[src/rtl/nvb_pkg.sv]
package nvb_pkg;
    typedef enum logic [1:0] {
        ST_IDLE,
        ST_RD_STALL,
        ST_WR_STALL,
        ST_WR_BUSY
    } nvb_state_e;

    localparam logic [1:0] SEL_ADDR = 2'd0;
    localparam logic [1:0] SEL_DATA = 2'd1;
    localparam logic [1:0] SEL_CTRL = 2'd2;

    localparam int CB_RD  = 0;
    localparam int CB_WR  = 1;
    localparam int CB_ARM = 2;

    localparam int RD_STALL_CYC = 4;
    localparam int WR_STALL_CYC = 2;
endpackage

[src/rtl/nvb_arm_guard.sv]
module nvb_arm_guard #(
    parameter int WINDOW = 4
) (
    input  logic clk,
    input  logic rst_n,
    input  logic set_i,
    input  logic consume_i,
    output logic armed_o
);
    localparam int CW = $clog2(WINDOW + 1);

    logic [CW-1:0] left_q;

    always_ff @(posedge clk) begin
        if (!rst_n) begin
            armed_o <= 1'b0;
            left_q  <= '0;
        end else if (consume_i) begin
            armed_o <= 1'b0;
            left_q  <= '0;
        end else if (set_i) begin
            armed_o <= 1'b1;
            left_q  <= CW'(WINDOW - 1);
        end else if (armed_o) begin
            if (left_q == '0) begin
                armed_o <= 1'b0;
            end else begin
                left_q <= left_q - 1'b1;
            end
        end
    end
endmodule

[src/rtl/nvb_store.sv]
module nvb_store #(
    parameter int DEPTH = 512,
    parameter int DW    = 8
) (
    input  logic                     clk,
    input  logic                     we,
    input  logic [$clog2(DEPTH)-1:0] waddr,
    input  logic [DW-1:0]            wdata,
    input  logic [$clog2(DEPTH)-1:0] raddr,
    output logic [DW-1:0]            rdata
);
    logic [DW-1:0] cells [DEPTH];

    // No reset on purpose: contents survive rst_n.
    always_ff @(posedge clk) begin
        if (we) begin
            cells[waddr] <= wdata;
        end
    end

    assign rdata = cells[raddr];
endmodule

[src/rtl/nvb_seq.sv]
module nvb_seq
    import nvb_pkg::*;
#(
    parameter int WRITE_CYCLES = 64
) (
    input  logic clk,
    input  logic rst_n,
    input  logic rd_req,
    input  logic wr_req,
    output logic stall_o,
    output logic rd_busy_o,
    output logic wr_busy_o,
    output logic idle_o,
    output logic rd_done_o,
    output logic wr_commit_o
);
    localparam int CW = $clog2(WRITE_CYCLES + RD_STALL_CYC);

    nvb_state_e    state_q, state_d;
    logic [CW-1:0] cnt_q;

    always_comb begin
        state_d = state_q;
        unique case (state_q)
            ST_IDLE: begin
                if (wr_req) begin
                    state_d = ST_WR_STALL;
                end else if (rd_req) begin
                    state_d = ST_RD_STALL;
                end
            end
            ST_RD_STALL: if (cnt_q == '0) state_d = ST_IDLE;
            ST_WR_STALL: if (cnt_q == '0) state_d = ST_WR_BUSY;
            ST_WR_BUSY:  if (cnt_q == '0) state_d = ST_IDLE;
        endcase
    end

    always_ff @(posedge clk) begin
        if (!rst_n) begin
            state_q <= ST_IDLE;
            cnt_q   <= '0;
        end else begin
            state_q <= state_d;
            if (state_d != state_q) begin
                unique case (state_d)
                    ST_IDLE:     cnt_q <= '0;
                    ST_RD_STALL: cnt_q <= CW'(RD_STALL_CYC - 1);
                    ST_WR_STALL: cnt_q <= CW'(WR_STALL_CYC - 1);
                    ST_WR_BUSY:  cnt_q <= CW'(WRITE_CYCLES - 1);
                endcase
            end else if (cnt_q != '0) begin
                cnt_q <= cnt_q - 1'b1;
            end
        end
    end

    always_comb begin
        idle_o      = (state_q == ST_IDLE);
        rd_busy_o   = (state_q == ST_RD_STALL);
        wr_busy_o   = (state_q == ST_WR_STALL) || (state_q == ST_WR_BUSY);
        stall_o     = (state_q == ST_RD_STALL) || (state_q == ST_WR_STALL);
        rd_done_o   = (state_q == ST_RD_STALL) && (cnt_q == '0);
        wr_commit_o = (state_q == ST_WR_BUSY) && (cnt_q == '0);
    end
endmodule

[src/rtl/nvb_ctrl.sv]
module nvb_ctrl
    import nvb_pkg::*;
#(
    parameter int DEPTH        = 512,
    parameter int DW           = 8,
    parameter int WRITE_CYCLES = 64,
    parameter int ARM_WINDOW   = 4
) (
    input  logic                     clk,
    input  logic                     rst_n,
    input  logic                     reg_wr,
    input  logic [1:0]               reg_sel,
    input  logic [$clog2(DEPTH)-1:0] reg_wdata,
    output logic [$clog2(DEPTH)-1:0] addr_q,
    output logic [DW-1:0]            data_q,
    output logic [2:0]               ctrl_q,
    output logic                     cpu_stall
);
    localparam int AW = $clog2(DEPTH);

    logic          idle, rd_busy, wr_busy, rd_done, wr_commit, armed;
    logic          ctrl_wr, wr_req, rd_req, arm_set;
    logic [DW-1:0] rd_byte;

    assign ctrl_wr = reg_wr && (reg_sel == SEL_CTRL) && idle;
    assign wr_req  = ctrl_wr && reg_wdata[CB_WR] && armed;
    assign rd_req  = ctrl_wr && reg_wdata[CB_RD];
    assign arm_set = ctrl_wr && reg_wdata[CB_ARM];

    nvb_arm_guard #(.WINDOW(ARM_WINDOW)) u_arm (
        .clk       (clk),
        .rst_n     (rst_n),
        .set_i     (arm_set),
        .consume_i (wr_req),
        .armed_o   (armed)
    );

    nvb_seq #(.WRITE_CYCLES(WRITE_CYCLES)) u_seq (
        .clk         (clk),
        .rst_n       (rst_n),
        .rd_req      (rd_req),
        .wr_req      (wr_req),
        .stall_o     (cpu_stall),
        .rd_busy_o   (rd_busy),
        .wr_busy_o   (wr_busy),
        .idle_o      (idle),
        .rd_done_o   (rd_done),
        .wr_commit_o (wr_commit)
    );

    nvb_store #(.DEPTH(DEPTH), .DW(DW)) u_store (
        .clk   (clk),
        .we    (wr_commit),
        .waddr (addr_q),
        .wdata (data_q),
        .raddr (addr_q),
        .rdata (rd_byte)
    );

    always_ff @(posedge clk) begin
        if (!rst_n) begin
            addr_q <= '0;
            data_q <= '0;
        end else begin
            if (reg_wr && (reg_sel == SEL_ADDR) && idle) begin
                addr_q <= reg_wdata[AW-1:0];
            end
            if (rd_done) begin
                data_q <= rd_byte;
            end else if (reg_wr && (reg_sel == SEL_DATA) && idle) begin
                data_q <= reg_wdata[DW-1:0];
            end
        end
    end

    assign ctrl_q = {armed, wr_busy, rd_busy};
endmodule

[config.mk]
export PLATFORM = sky130hd
export DESIGN_NAME = nvb_ctrl
export DESIGN_NICKNAME = d
export VERILOG_FILES = /design/src/rtl/nvb_pkg.sv /design/src/rtl/nvb_arm_guard.sv /design/src/rtl/nvb_store.sv /design/src/rtl/nvb_seq.sv /design/src/rtl/nvb_ctrl.sv
export SDC_FILE = /design/constraint.sdc
export NUM_CORES = 2
export LEC_CHECK = 0
export BUFFER_PORTS_ARGS = -buffer_cell sky130_fd_sc_hd__buf_2
export CORE_MARGIN = 2
export CORE_UTILIZATION = 55
export CTS_CLUSTER_SIZE = 28
export DETAILED_ROUTE_END_ITERATION = 10
export PLACE_DENSITY = 0.73
export SLEW_MARGIN = 25
export SYNTH_ARGS = -nofsm -noshare
export SYNTH_HDL_FRONTEND = slang
export SYNTH_SLANG_ARGS = --single-unit
[constraint.sdc]
create_clock -name clk -period 8.5 [get_ports clk]
set_input_delay 1.7 -clock clk [delete_from_list [all_inputs] [get_ports clk]]
set_output_delay 1.7 -clock clk [all_outputs]
set_load 0.02 [all_outputs]
Yosys cells after proc, flatten, opt, wreduce, memory -nomap -nowiden
Memories as Yosys holds them, arrays and structs flattened. A register that Yosys moved wholly into a read port is not among the register bits.
Index checks and enable logic that the tools add are counted.
{"block": "totals", "regBits": 30, "rom_bits": 0, "wordCells": 70, "inputBits": 14, "n_memories": 1, "output_inout_bits": 21, "ram_bits": 4096, "latchBits": 0}
{"memory": "u_store.cells", "depth": 512, "width": 8, "rd": 1, "rd_clocked_by_memory_dff": 1, "wr": 1, "line_no": "nvb_store.sv:12", "source": "logic [DW-1:0] cells [DEPTH];"}
{"block": "op_classes", "n_div": 0, "mul": 0, "n_reduce_logical": 28, "n_mux": 20, "n_lt_le_gt_ge": 0, "n_bitwise": 2, "add_sub_neg": 2, "n_shift": 0, "n_eq_ne": 10}
{"op": "$pmux 7 s4", "count": 1}
{"op": "$mux 9", "count": 2}
{"op": "$mux 8", "count": 2}
{"op": "$mux 2", "count": 7}
{"op": "$mux 7", "count": 2}
{"op": "$logic_and 1x1->1", "count": 12}
{"op": "$eq 2x2->1 const B", "count": 5}
{"op": "$logic_not 7->1", "count": 1}
{"op": "$reduce_bool 7->1", "count": 1}
{"op": "$sub 7x1->7 const B", "count": 1}
{"op": "$eq 2x1->1 const B", "count": 3}
{"op": "$logic_not 2->1", "count": 3}
{"op": "$pmux 2 s3", "count": 1}
{"op": "$reduce_bool 2->1", "count": 3}
{"op": "$mux 1", "count": 5}
{"op": "$reduce_and 2->1", "count": 2}
{"op": "$reduce_or 2->1", "count": 2}
{"op": "$logic_not 3->1", "count": 1}
{"op": "$reduce_or 3->1", "count": 1}
{"op": "$sub 3x1->3 const B", "count": 1}
{"op": "$logic_or 1x1->1", "count": 2}
{"op": "$ne 2x2->1", "count": 1}
{"op": "$ne 2x2->1 const B", "count": 1}
{"op": "$not 1->1", "count": 2}

Depth between registers and ports, before layout
{"block": "logic_depth", "depth_word": 10, "depth_mapped": 14, "ltp_nobuf": 9}

Cells and area by module
Synthesis repeated with hierarchy kept, for this count alone.
{"block": "hier_totals", "hier_cells": 8210, "hier_area_um2": 161444.8}
{"mod": "nvb_store", "area_each_um2": 159767.0, "instances": 1, "cells_per_inst": 8022, "seq_area_each_um2": 122998.0}
{"mod": "nvb_ctrl", "area_each_um2": 767.0, "instances": 1, "cells_per_inst": 85, "seq_area_each_um2": 340.3}
{"mod": "nvb_seq", "area_each_um2": 690.7, "instances": 1, "cells_per_inst": 81, "seq_area_each_um2": 180.2}
{"mod": "nvb_arm_guard", "area_each_um2": 220.2, "instances": 1, "cells_per_inst": 22, "seq_area_each_um2": 80.1}

Least setup slack after synthesis
Ideal clock, no wire load.
{"block": "synth_timing", "path_type": "register -> register", "startpoint": "reg, netlist name data_q[6]", "endpoint": "reg data_q[6]", "stages_incl_launch_ff": 7, "path_buffers": 0, "slack_ps": -141, "required_time_ps": 8413, "synth_period_minus_slack_ps": 8641, "arrival_time_ps": 8554, "setup_time_ps": 87, "path_cell_list": "dfxtp_1 mux2i_1 a211oi_1 o311ai_0 a2111oi_0 a31oi_1 o31ai_1"}
{"item": "to (signal assigned)", "line_no": "nvb_ctrl.sv:69", "source": "data_q <= rd_byte;"}
{"item": "to (signal assigned)", "line_no": "nvb_ctrl.sv:71", "source": "data_q <= reg_wdata[DW-1:0];"}
{"item": "to (decl)", "line_no": "nvb_ctrl.sv:15", "source": "output logic [DW-1:0] data_q,"}

==> run metrics <==
status=finished, final reports clean; most common cell after layout, fill and taps aside=edfxtp_1; DR WL/cell=35.9 µm; Detail Route Antenna Nets=0; H-tree depth=5; vias in the first global route=a little over 80k; mean post-synth cell area=21.4 µm²; full die area=299000 µm²; WP data arrival=5.75 ns; maximum capacitance violations=0; endpoints failing setup=0; Reg clk slew, reported paths=approximately 0.070 ns; Synth Register Bits=4135; Detailed Routing Iterations Pass 1=6; asr flop ratio synth=0%; CORE AREA=293000 µm²; largest net degree at the start of global routing=202; Hold Buf Count CTS=0; Num CTS Buffers=398; post-synthesis sequential area ratio=76.5%; endpoint class of the critical path=flip-flop; Cell Int Power=34.5 mW; Clock Skew=0.0597 ns; total power=45.2 mW; number of port buffers=34; Fin. Hold Viols=0; fin nets=7726; Peak VDD IR=roughly 0.20 mV; via count=82.4k; cell area after layout=around 180000 µm²; share of cells above drive strength 1=between 20 and 25%; CP Max Fanout=33; final cell count without fillers=between 10k and 15k; RSZ-0062 raised after global routing=no; power per cell area=253 nW/µm²; grt ovf=0; critical path startpoint category=flip-flop; fin. max-slew vios=0; initial antenna violation count=17; initial DRC count=13.0k; Finished Core Util=60.8%; Post-Syn Nets=between 7k and 8k; Routed WL=430 mm; Die W=546 µm; ys flop type=edfxtp_1; P&R area growth vs syn=10.2%; YS warnings=0; critical path type=reg2reg; Clock Latency Late Sink=0.95 ns; PostCTS Resize Cnt=0; Comb pwr share=8.4%; placed cell areas=166000 µm²; Net Sw Frac=23.6%; EDFF count, synth=4096; Setup Buffers After CTS=0; Starting Density=a little under three fifths; Tightest Pin Transition=1.23 ns; WP data required=9.33 ns; most frequent cells in the layout=edfxtp_1, mux4_2, nor2_1; Root Driver=clkbuf_16; Fmax achieved=203 MHz; Slew HR=approximately 17%; routed vias/inst=6.88; worst min path class=reg2reg; Final Cycle Share=58.0%; I/O pin cnt=35; # rows=199; setup TNS=0 ns; net switching power=around 11 mW; P_leak=roughly 54 nW; total global-route track usage=28.6%; die height=546 µm; first-pass GRT wire length=607 mm; CTS tree=done; Clk pwr share=38.4%; RD Place Congestion=0.900; maximum clock path buffer count=4; Final min period=4.93 ns; dpl hpwl=253 mm; DP Cell Count=11.2k; Mapped Cells=7569; Flop pwr share=between 50% and 60%; DRC Markers=0; Sink Count=4135; synthesized area=approximately 160000 µm²; post-synth cell types=83
-- layer usage --
| metal | vias up | GRT usage (%) | share of wire (%) |
|---|---|---|---|
| met1 | 43300 | 40.0 | 36 |
| met2 | 6214 | 42.7 | 46 |
| met5 | - | 0 | 0.014 |
| li1 | 31900 | - | - |
| met4 | 10 | 12.1 | 4.8 |
| met3 | 958 | 7.94 | 13 |
-- through the flow --
step / setup WS (ns) / hold WS, ns
after floorplan: 0.0426 / 0.416
after global placement: 2.97 / 0.485
after detailed placement: 3.03 / 0.476
after CTS: 3.83 / 0.488
after global routing: 3.76 / 0.500
final: 3.57 / 0.491
-- synthesized netlist by cell type (all sizes together) (8+ instances only) --
cell type	n	share of area [%]
nand2	286	0.66
o22ai	49	0.19
nand3	53	0.17
a211oi	42	0.19
o211ai	15	0.070
a2111oi	8	0.045
o311ai	9	0.049
nor2	586	1.4
a22oi	76	0.35
a31oi	14	0.054
or3	8	0.031
nand4	16	0.062
a221oi	22	0.12
mux4	1022	14
a311o	8	0.049
o2111ai	8	0.043
inv	15	0.035
a22o	17	0.092
and2	13	0.050
o21ai	47	0.15
nor4	8	0.031
buf	316	1.6
nor3	33	0.10
mux2i	264	1.6
nor2b	35	0.14
nand2b	11	0.043
a21oi	84	0.26
a32oi	17	0.092
clkbuf	156	0.41
edfxtp	4096	76
o221ai	42	0.23
mux2	36	0.25
ha	8	0.062
and3	23	0.089
dfxtp	39	0.48
-- cell type report --
type,instances,area [µm²]
well taps,3919,4900
clock buffers,498,10400
multi-input cells,2946,35000
diodes,17,42.5
flip-flops and latches,4135,124000
fillers,19700,115000
repair buffers,207,1890
clock inverters,230,2230
inverters,16,75.1
-- critical path: stages, from the launching register on --
cell      delay, ns
dfxtp_4        0.87
buf_4          0.64
inv_4          0.42
buf_4          0.44
mux4_2         0.51
o22ai_1        0.17
nor3_1         0.81
o221ai_1       0.66
o311ai_1       0.25
-- kinds of logic (layout without fill, tap and decap cells) --
kind of cell	Yosys count	after routing	synth area share [%]
muxes	1322	1322	16.2
DFF	4135	4135	76.5
other	0	17	0
adders and majority gates	8	8	0.0619
buffers and inverters	488	951	2.06
and+or+nand+nor	1104	1104	2.90
xor gates and xnor gates	8	8	0.0433
AOI/OAI and AO/OA	504	504	2.23
-- registers in the layout, summed over array words and instances, names as in the netlist, named ones only --
register / cells
u_arm.left_q: 3
data_q: 8
u_seq.cnt_q: 7
u_store.cells: 4096
addr_q: 9
u_arm.armed_o: 1
u_seq.state_q: 2
-- final timing paths --
check	slack, ns	endpoint	from	cells after the start
hold reg to reg	0.49	u_seq.cnt_q[6]$_SDFFE_PN0P_	u_seq.cnt_q[6]$_SDFFE_PN0P_	2
hold / removal	0.49	u_seq.cnt_q[6]$_SDFFE_PN0P_	u_seq.cnt_q[6]$_SDFFE_PN0P_	2
setup reg to reg	3.57	data_q[5]$_SDFFE_PN0P_	flip-flop	8
setup / recovery	3.57	data_q[5]$_SDFFE_PN0P_	flip-flop	8
-- power groups by stage --
stage	clock network, mW	logic, mW	registers (mW)
final	17.4	3.79	24.1
after global routing	18.2	3.96	24.1
after CTS	17.4	3.72	24.0
after detailed placement	0	3.73	24.5
after global placement	0	3.58	24.5
after floorplan	0	1.39	25.8
Power figures use the tool's default switching activity.
